$ cat config.mk
export PLATFORM = sky130hd
export DESIGN_NAME = leak_recover_top
export DESIGN_NICKNAME = d
export VERILOG_FILES = /design/src/rtl/leak_recover_pkg.sv /design/src/rtl/lr_classify.sv /design/src/rtl/lr_outslot.sv /design/src/rtl/lr_ctrl.sv /design/src/rtl/leak_recover_top.sv
export SDC_FILE = /design/constraint.sdc
export NUM_CORES = 1
export LEC_CHECK = 0
export BUFFER_PORTS_ARGS = -buffer_cell sky130_fd_sc_hd__buf_2
export CAP_MARGIN = 40
export CELL_PAD_IN_SITES_DETAIL_PLACEMENT = 0
export CELL_PAD_IN_SITES_GLOBAL_PLACEMENT = 1
export CORE_MARGIN = 4
export CORE_UTILIZATION = 35
export CTS_CLUSTER_DIAMETER = 200
export DETAILED_ROUTE_END_ITERATION = 10
export PLACE_DENSITY_LB_ADDON = 0.1
export SLEW_MARGIN = 10
export SYNTH_ARGS = -nofsm -noshare
export SYNTH_HDL_FRONTEND = slang
export SYNTH_SLANG_ARGS = --single-unit
export TNS_END_PERCENT = 10
$ cat constraint.sdc
create_clock -name clk -period 5.3 [get_ports clk]
set_clock_uncertainty 0.05 [all_clocks]
set_input_delay 0.53 -clock clk [delete_from_list [all_inputs] [get_ports clk]]
set_output_delay 0.53 -clock clk [all_outputs]
set_load 0.01 [all_outputs]
$ cat src/rtl/leak_recover_pkg.sv
// Shared codes and types for the leakage-speed recovery engine.
// Assumes a two-bit cell code with the erased level as 2'b11.
package leak_recover_pkg;

    // Two-bit cell codes, lowest level to highest level.
    localparam logic [1:0] LVL_ER = 2'b11;
    localparam logic [1:0] LVL_L1 = 2'b10;
    localparam logic [1:0] LVL_L2 = 2'b00;
    localparam logic [1:0] LVL_L3 = 2'b01;

    // Page phase of the controller.
    typedef enum logic [1:0] {
        PH_IDLE = 2'd0,
        PH_RUN  = 2'd1,
        PH_DONE = 2'd2
    } phase_t;

    // Word held in the output slot.
    typedef struct packed {
        logic [1:0] lvl;
        logic       last;
    } out_word_t;

endpackage

$ cat src/rtl/lr_classify.sv
// Combinational per-cell classifier.
// Decodes the first reading against three references. Flags the cell as
// risky when that reading falls in the window around the optimal
// reference, then resolves risky cells by leakage speed.
// Assumes ref_lo <= ref_mid <= ref_opt; no state is held.
module lr_classify
    import leak_recover_pkg::*;
#(
    parameter int VW = 8
) (
    input  logic [VW-1:0] v1,
    input  logic [VW-1:0] v2,
    input  logic [VW-1:0] ref_lo,
    input  logic [VW-1:0] ref_mid,
    input  logic [VW-1:0] ref_opt,
    input  logic [VW-1:0] win,
    input  logic [VW-1:0] fast_thr,
    output logic [1:0]    lvl,
    output logic          risky,
    output logic          changed
);

    logic [VW:0]   lo_x;
    logic [VW:0]   hi_x;
    logic [VW-1:0] drop;
    logic          fast;
    logic [1:0]    plain_lvl;

    // Window bounds, one bit wider so neither bound wraps.
    always_comb begin
        hi_x = {1'b0, ref_opt} + {1'b0, win};
        lo_x = (ref_opt >= win) ? {1'b0, ref_opt - win} : '0;
    end

    // Window membership test on the first reading.
    always_comb begin
        risky = ({1'b0, v1} >= lo_x) && ({1'b0, v1} <= hi_x);
    end

    // Saturating leakage and fast/slow decision.
    always_comb begin
        drop = (v1 >= v2) ? (v1 - v2) : '0;
        fast = (drop >= fast_thr);
    end

    // Plain threshold decode of the first reading.
    always_comb begin
        if (v1 < ref_lo) begin
            plain_lvl = LVL_ER;
        end else if (v1 < ref_mid) begin
            plain_lvl = LVL_L1;
        end else if (v1 < ref_opt) begin
            plain_lvl = LVL_L2;
        end else begin
            plain_lvl = LVL_L3;
        end
    end

    // Final level: leakage speed overrides the decode for risky cells.
    always_comb begin
        if (risky) begin
            lvl = fast ? LVL_L3 : LVL_L2;
        end else begin
            lvl = plain_lvl;
        end
        changed = risky && (lvl != plain_lvl);
    end

endmodule

$ cat src/rtl/lr_outslot.sv
// Single-entry output register for the corrected-cell stream.
// Loads on an accepted cell and empties on a consumer transfer. A flush
// drops any pending word. Assumes load is only raised when the slot is
// empty or being drained in the same cycle.
module lr_outslot
    import leak_recover_pkg::*;
(
    input  logic      clk,
    input  logic      rst_n,
    input  logic      flush,
    input  logic      load,
    input  out_word_t d,
    input  logic      out_ready,
    output logic      out_valid,
    output out_word_t q
);

    // Hold or replace the pending corrected cell.
    always_ff @(posedge clk) begin
        if (!rst_n || flush) begin
            out_valid <= 1'b0;
            q         <= '0;
        end else if (load) begin
            out_valid <= 1'b1;
            q         <= d;
        end else if (out_ready) begin
            out_valid <= 1'b0;
        end
    end

endmodule

$ cat src/rtl/lr_ctrl.sv
// Page controller: opens a page on start, counts accepted cells against
// the latched page length, keeps the risky/changed statistics and raises
// done after the last output transfer. Assumes start is a one-cycle pulse.
module lr_ctrl
    import leak_recover_pkg::*;
#(
    parameter int CW = 13
) (
    input  logic          clk,
    input  logic          rst_n,
    input  logic          start,
    input  logic [CW-1:0] page_cells,
    input  logic          in_valid,
    input  logic          slot_free,
    input  logic          cell_risky,
    input  logic          cell_changed,
    input  logic          last_fire,
    output logic          in_ready,
    output logic          accept,
    output logic          is_last,
    output logic          done,
    output logic [CW-1:0] risky_cnt,
    output logic [CW-1:0] changed_cnt
);

    phase_t        phase;
    logic [CW-1:0] page_len;
    logic [CW-1:0] taken;

    // Input handshake and last-cell detection.
    always_comb begin
        in_ready = (phase == PH_RUN) && !start && (taken != page_len) && slot_free;
        accept   = in_valid && in_ready;
        is_last  = ((taken + CW'(1)) == page_len);
        done     = (phase == PH_DONE);
    end

    // Phase, cell count and statistics.
    always_ff @(posedge clk) begin
        if (!rst_n) begin
            phase       <= PH_IDLE;
            page_len    <= '0;
            taken       <= '0;
            risky_cnt   <= '0;
            changed_cnt <= '0;
        end else if (start) begin
            phase       <= (page_cells == '0) ? PH_DONE : PH_RUN;
            page_len    <= page_cells;
            taken       <= '0;
            risky_cnt   <= '0;
            changed_cnt <= '0;
        end else begin
            if (accept) begin
                taken <= taken + CW'(1);
                if (cell_risky) begin
                    risky_cnt <= risky_cnt + CW'(1);
                end
                if (cell_changed) begin
                    changed_cnt <= changed_cnt + CW'(1);
                end
            end
            if ((phase == PH_RUN) && last_fire) begin
                phase <= PH_DONE;
            end
        end
    end

endmodule

$ cat src/rtl/leak_recover_top.sv
// Leakage-speed cell state recovery engine, top level.
// Streams sample pairs in, classifies one cell per cycle, and streams
// corrected two-bit levels out through a one-entry output slot.
// Assumes references and window stay constant during a page.
module leak_recover_top
    import leak_recover_pkg::*;
#(
    parameter int VW        = 8,
    parameter int MAX_CELLS = 4096,
    localparam int CW       = $clog2(MAX_CELLS + 1)
) (
    input  logic          clk,
    input  logic          rst_n,
    input  logic          start,
    input  logic [CW-1:0] page_cells,
    input  logic [VW-1:0] ref_lo,
    input  logic [VW-1:0] ref_mid,
    input  logic [VW-1:0] ref_opt,
    input  logic [VW-1:0] win,
    input  logic [VW-1:0] fast_thr,
    input  logic          in_valid,
    output logic          in_ready,
    input  logic [VW-1:0] in_v1,
    input  logic [VW-1:0] in_v2,
    output logic          out_valid,
    input  logic          out_ready,
    output logic [1:0]    out_lvl,
    output logic [CW-1:0] risky_cnt,
    output logic [CW-1:0] changed_cnt,
    output logic          done
);

    logic      c_risky;
    logic      c_changed;
    logic [1:0] c_lvl;
    logic      accept;
    logic      is_last;
    logic      slot_free;
    logic      last_fire;
    out_word_t slot_d;
    out_word_t slot_q;

    lr_classify #(.VW(VW)) u_cls (
        .v1       (in_v1),
        .v2       (in_v2),
        .ref_lo   (ref_lo),
        .ref_mid  (ref_mid),
        .ref_opt  (ref_opt),
        .win      (win),
        .fast_thr (fast_thr),
        .lvl      (c_lvl),
        .risky    (c_risky),
        .changed  (c_changed)
    );

    // Output slot status and word to load.
    always_comb begin
        slot_free  = !out_valid || out_ready;
        last_fire  = out_valid && out_ready && slot_q.last;
        slot_d.lvl = c_lvl;
        slot_d.last = is_last;
        out_lvl    = slot_q.lvl;
    end

    lr_ctrl #(.CW(CW)) u_ctl (
        .clk          (clk),
        .rst_n        (rst_n),
        .start        (start),
        .page_cells   (page_cells),
        .in_valid     (in_valid),
        .slot_free    (slot_free),
        .cell_risky   (c_risky),
        .cell_changed (c_changed),
        .last_fire    (last_fire),
        .in_ready     (in_ready),
        .accept       (accept),
        .is_last      (is_last),
        .done         (done),
        .risky_cnt    (risky_cnt),
        .changed_cnt  (changed_cnt)
    );

    lr_outslot u_slot (
        .clk       (clk),
        .rst_n     (rst_n),
        .flush     (start),
        .load      (accept),
        .d         (slot_d),
        .out_ready (out_ready),
        .out_valid (out_valid),
        .q         (slot_q)
    );

endmodule

==> summary.txt <==
Synth
  • Post-synthesis instance area: 0.00533 mm2
  • Register area share after synthesis: 0.218
  • Synth top area cells: sky130_fd_sc_hd__dfxtp_1 22%, sky130_fd_sc_hd__ha_1 17%, sky130_fd_sc_hd__xnor2_1 5.6%
  • Synth Net Count: 813
  • Post-synth ARST share: 0
  • Flip-flop and latch count after synthesis: 58
  • Post-synthesis average cell area: 8.03 um2
  • Yosys Warn Count: 0
  • Number of distinct library cell variants in the gate-level netlist after synthesis: 70
  • Most common flop cell mapped by yosys: sky130_fd_sc_hd__dfxtp_1
  • Area share of the largest cell type after synthesis: 0.218
  • Number of flops mapped to enable cells by yosys: 0
  • Synthesized netlist cell count: 664
  • Top cell type by total area after synthesis: sky130_fd_sc_hd__dfxtp_1

Floorplan
  • Die X: 131 um
  • Initial standard-cell utilization of the core: 0.361
  • Area of the die: 0.0173 mm2
  • Placeable core area: 0.0148 mm2
  • Die outline height: 131 um
  • Std cell rows: 44
  • IO Count: 105

STA
  • Slew HR: 0.412
  • Part of the cycle the worst path needs: 0.877
  • Crit path time final: 4650 ps
  • Actual transition at the worst max-transition pin: 880 ps
  • Maximum operating frequency: 215 MHz
  • Accumulated negative setup slack: 0 ps
  • Pins Over Slew Limit: 0
  • Setup repair after global routing missed its margin: no
  • Final Setup Violations: 0
  • Final count of hold timing violations: 0

Worst setup path
  • Worst reg2reg setup slack: 2560 ps
  • Cell breakdown of the critical path: buf_2 > inv_1 > ha_1 > fa_1 > nor2b_1 > o21ai_0 > a21boi_0 > o21a_1 > o31ai_1 > a21oi_1 > nand2_1 > ha_1 > a211o_1 > a31oi_1 > o21ai_0 > a21o_1 > nand3_4 > or4_1 > a21oi_1
  • Startpoint type of the worst setup path: input port
  • Setup crit end kind: register
  • Type of the setup path with the least slack: input port to register
  • Reg-to-Reg End: u_slot.q[0]
  • Crit Path Max Fanout: 34
  • Worst path arrival time: 4850 ps
  • Required time at the worst-slack endpoint: 5500 ps
  • Worst setup startpoint: ref_opt[0]
  • Worst r2r src: u_ctl.taken[0]
  • Count of cells along the worst register-to-register path: 7
  • Slowest stage delay, CP: 590 ps
  • Standard cell with the maximum stage delay on the critical path: sky130_fd_sc_hd__or4_1

CTS
  • CTS tree: yes
  • CTS clk-pin slew, worst paths: 50 ps
  • Skew-Pair Late Insertion Delay: 330 ps
  • Root cell of the clock tree: sky130_fd_sc_hd__clkbuf_16
  • Number of buffers inserted to repair setup after CTS: 0
  • Post-cts sizing count: 0
  • Maximum number of buffers from clock root to sink: 2
  • Sink count of the clock tree: 58
  • Total of hold buffers inserted after clock tree synthesis: 0
  • Level count of the clock H-tree: 3
  • CTS Buf Count: 9

Drt
  • Residual DRC: 0
  • Average wire per standard cell: 15.1 um
  • Total vias in the final route: 4,951
  • DRT antenna net count: 0
  • Via-to-Cell Ratio: 5.25
  • Violation count after the first detailed-routing iteration: 239
  • Iteration count of the initial detailed-routing pass: 6
  • Routed Wire Length: 14.3 mm

Worst hold path
  • WHS Endpoint: u_ctl.changed_cnt[12]
  • Path category of the worst min-delay check: register to register
  • Worst hold path startpoint: u_ctl.changed_cnt[12]
  • Hold Crit Depth: 2

Final layout
  • Filler cell count: 1,556
  • Layout cells sized above 1: 0.183
  • Core occupancy in the finished layout: 0.424
  • Layout area overhead: 17.4%
  • Number of antenna repair diodes: 0
  • Nets: 904

Pwr
  • P per Cell Area: 227 mW/mm2
  • Worst supply voltage drop on vdd: 0.000153 V
  • Leak Pwr: 2.84 nW
  • Design Power: 1.42 mW

GRT
  • GRT Resource Usage Total: 0.163
  • Antenna violations before repair: 0
  • Total congestion overflow: 0
  • Maximum number of pins on one net before global-route repair: 35
  • Via count of the first global-routing pass: 4,825
  • Global-route wire length before repair: 23.5 mm

Place
  • Detailed placement HPWL: 11.5 mm
  • GP Congestion: 0.808
  • Number of I/O port buffers: 104

Job
  • Maximum Capacitance Violations: 0

Run status
  • Result of the run: finished, final reports clean
## metrics by stage
| stage | cell area, um2 | std cells | setup slack, ps | hold WS, ps |
|---|---|---|---|---|
| after floorplan | 5330 | 664 | 1110 | 382 |
| after global placement | 5950 | 927 | 266 | 409 |
| after detailed placement | 5960 | 928 | 288 | 429 |
| after CTS | 6260 | 943 | 625 | 425 |
| after global routing | 6260 | 943 | 190 | 438 |
| final | 6260 | 943 | 650 | 427 |
## Yosys cell counts, drive strengths merged (12+ instances only)
cell	instances
a21oi	54
and3	13
buf	15
clkbuf	12
dfxtp	58
ha	72
inv	65
mux2i	16
nand2	42
nand3	16
nand4	14
nor2	47
nor2b	23
nor3	18
o21ai	23
o31ai	20
or4	14
xnor2	36
xor2	13
## worst max-delay path by stage
stage,to,slack [ps],depth (start not counted)
final,u_ctl.changed_cnt[9],650,19
after global routing,u_ctl.risky_cnt[12],190,19
after CTS,u_ctl.changed_cnt[9],630,19
after detailed placement,u_ctl.changed_cnt[9],290,19
after global placement,u_ctl.changed_cnt[10],270,20
after floorplan,u_ctl.changed_cnt[10],1110,20
## state kept, by name (all words and copies together) (netlist names)
| signal | flops |
|---|---|
| u_ctl.page_len | 13 |
| u_slot.q | 3 |
| u_ctl.changed_cnt | 13 |
| u_ctl.risky_cnt | 13 |
| u_ctl.phase | 2 |
| u_ctl.taken | 13 |
| u_slot.out_valid | 1 |
## logic make-up after synthesis
| kind of cell | synth area share |
|---|---|
| simple gates | 0.228 |
| compound gates | 0.185 |
| buf+inv | 0.0727 |
| fa+ha+maj | 0.180 |
| flops | 0.218 |
| xor+xnor | 0.0861 |
| mux | 0.0300 |
## metal layers
metal / track usage / vias to the layer above / part of all wire
li1: - / 2538 / -
met1: 0.222 / 2311 / 0.49
met2: 0.267 / 89 / 0.46
met3: 0.0340 / 13 / 0.040
met4: 0.0350 / 0 / 0.0097
met5: 0 / - / 0
## critical path: cells and delay by family
kind | cells | cell delay, ps
simple gates | 4 | 1180
compound gates | 10 | 2020
buf+inv | 2 | 140
fa+ha+maj | 3 | 970
## layout make-up
cell class / count / area [um2] / share of cell area
Tap cell: 184 / 230 / 0.0368
Clock inverter: 3 / 65.1 / 0.0104
Clock buffer: 12 / 236 / 0.0378
Inverter: 65 / 244 / 0.0390
Sequential cell: 58 / 1160 / 0.185
Timing Repair Buffer: 107 / 541 / 0.0863
Multi-Input combinational cell: 514 / 3780 / 0.604
## where the power goes
part           internal (mW)  total (mW)  leakage, nW  switching (mW)
Sequential             0.444       0.453        0.470         0.00861
Combinational          0.158       0.366         2.22           0.208
Clock                  0.408       0.604        0.147           0.196
## placed cells by master (no fill, tap or decap), types with 16 or more instances in the layout
cell	netlist	layout
sky130_fd_sc_hd__a21oi_1	52	52
sky130_fd_sc_hd__buf_2	9	105
sky130_fd_sc_hd__dfxtp_1	58	58
sky130_fd_sc_hd__ha_1	72	72
sky130_fd_sc_hd__inv_1	64	64
sky130_fd_sc_hd__mux2i_1	16	16
sky130_fd_sc_hd__nand2_1	42	42
sky130_fd_sc_hd__nor2_1	47	47
sky130_fd_sc_hd__nor2b_1	23	23
sky130_fd_sc_hd__nor3_1	18	18
sky130_fd_sc_hd__o21ai_0	22	22
sky130_fd_sc_hd__o31ai_1	19	19
sky130_fd_sc_hd__xnor2_1	34	34
(Power assumes the default switching activity.)
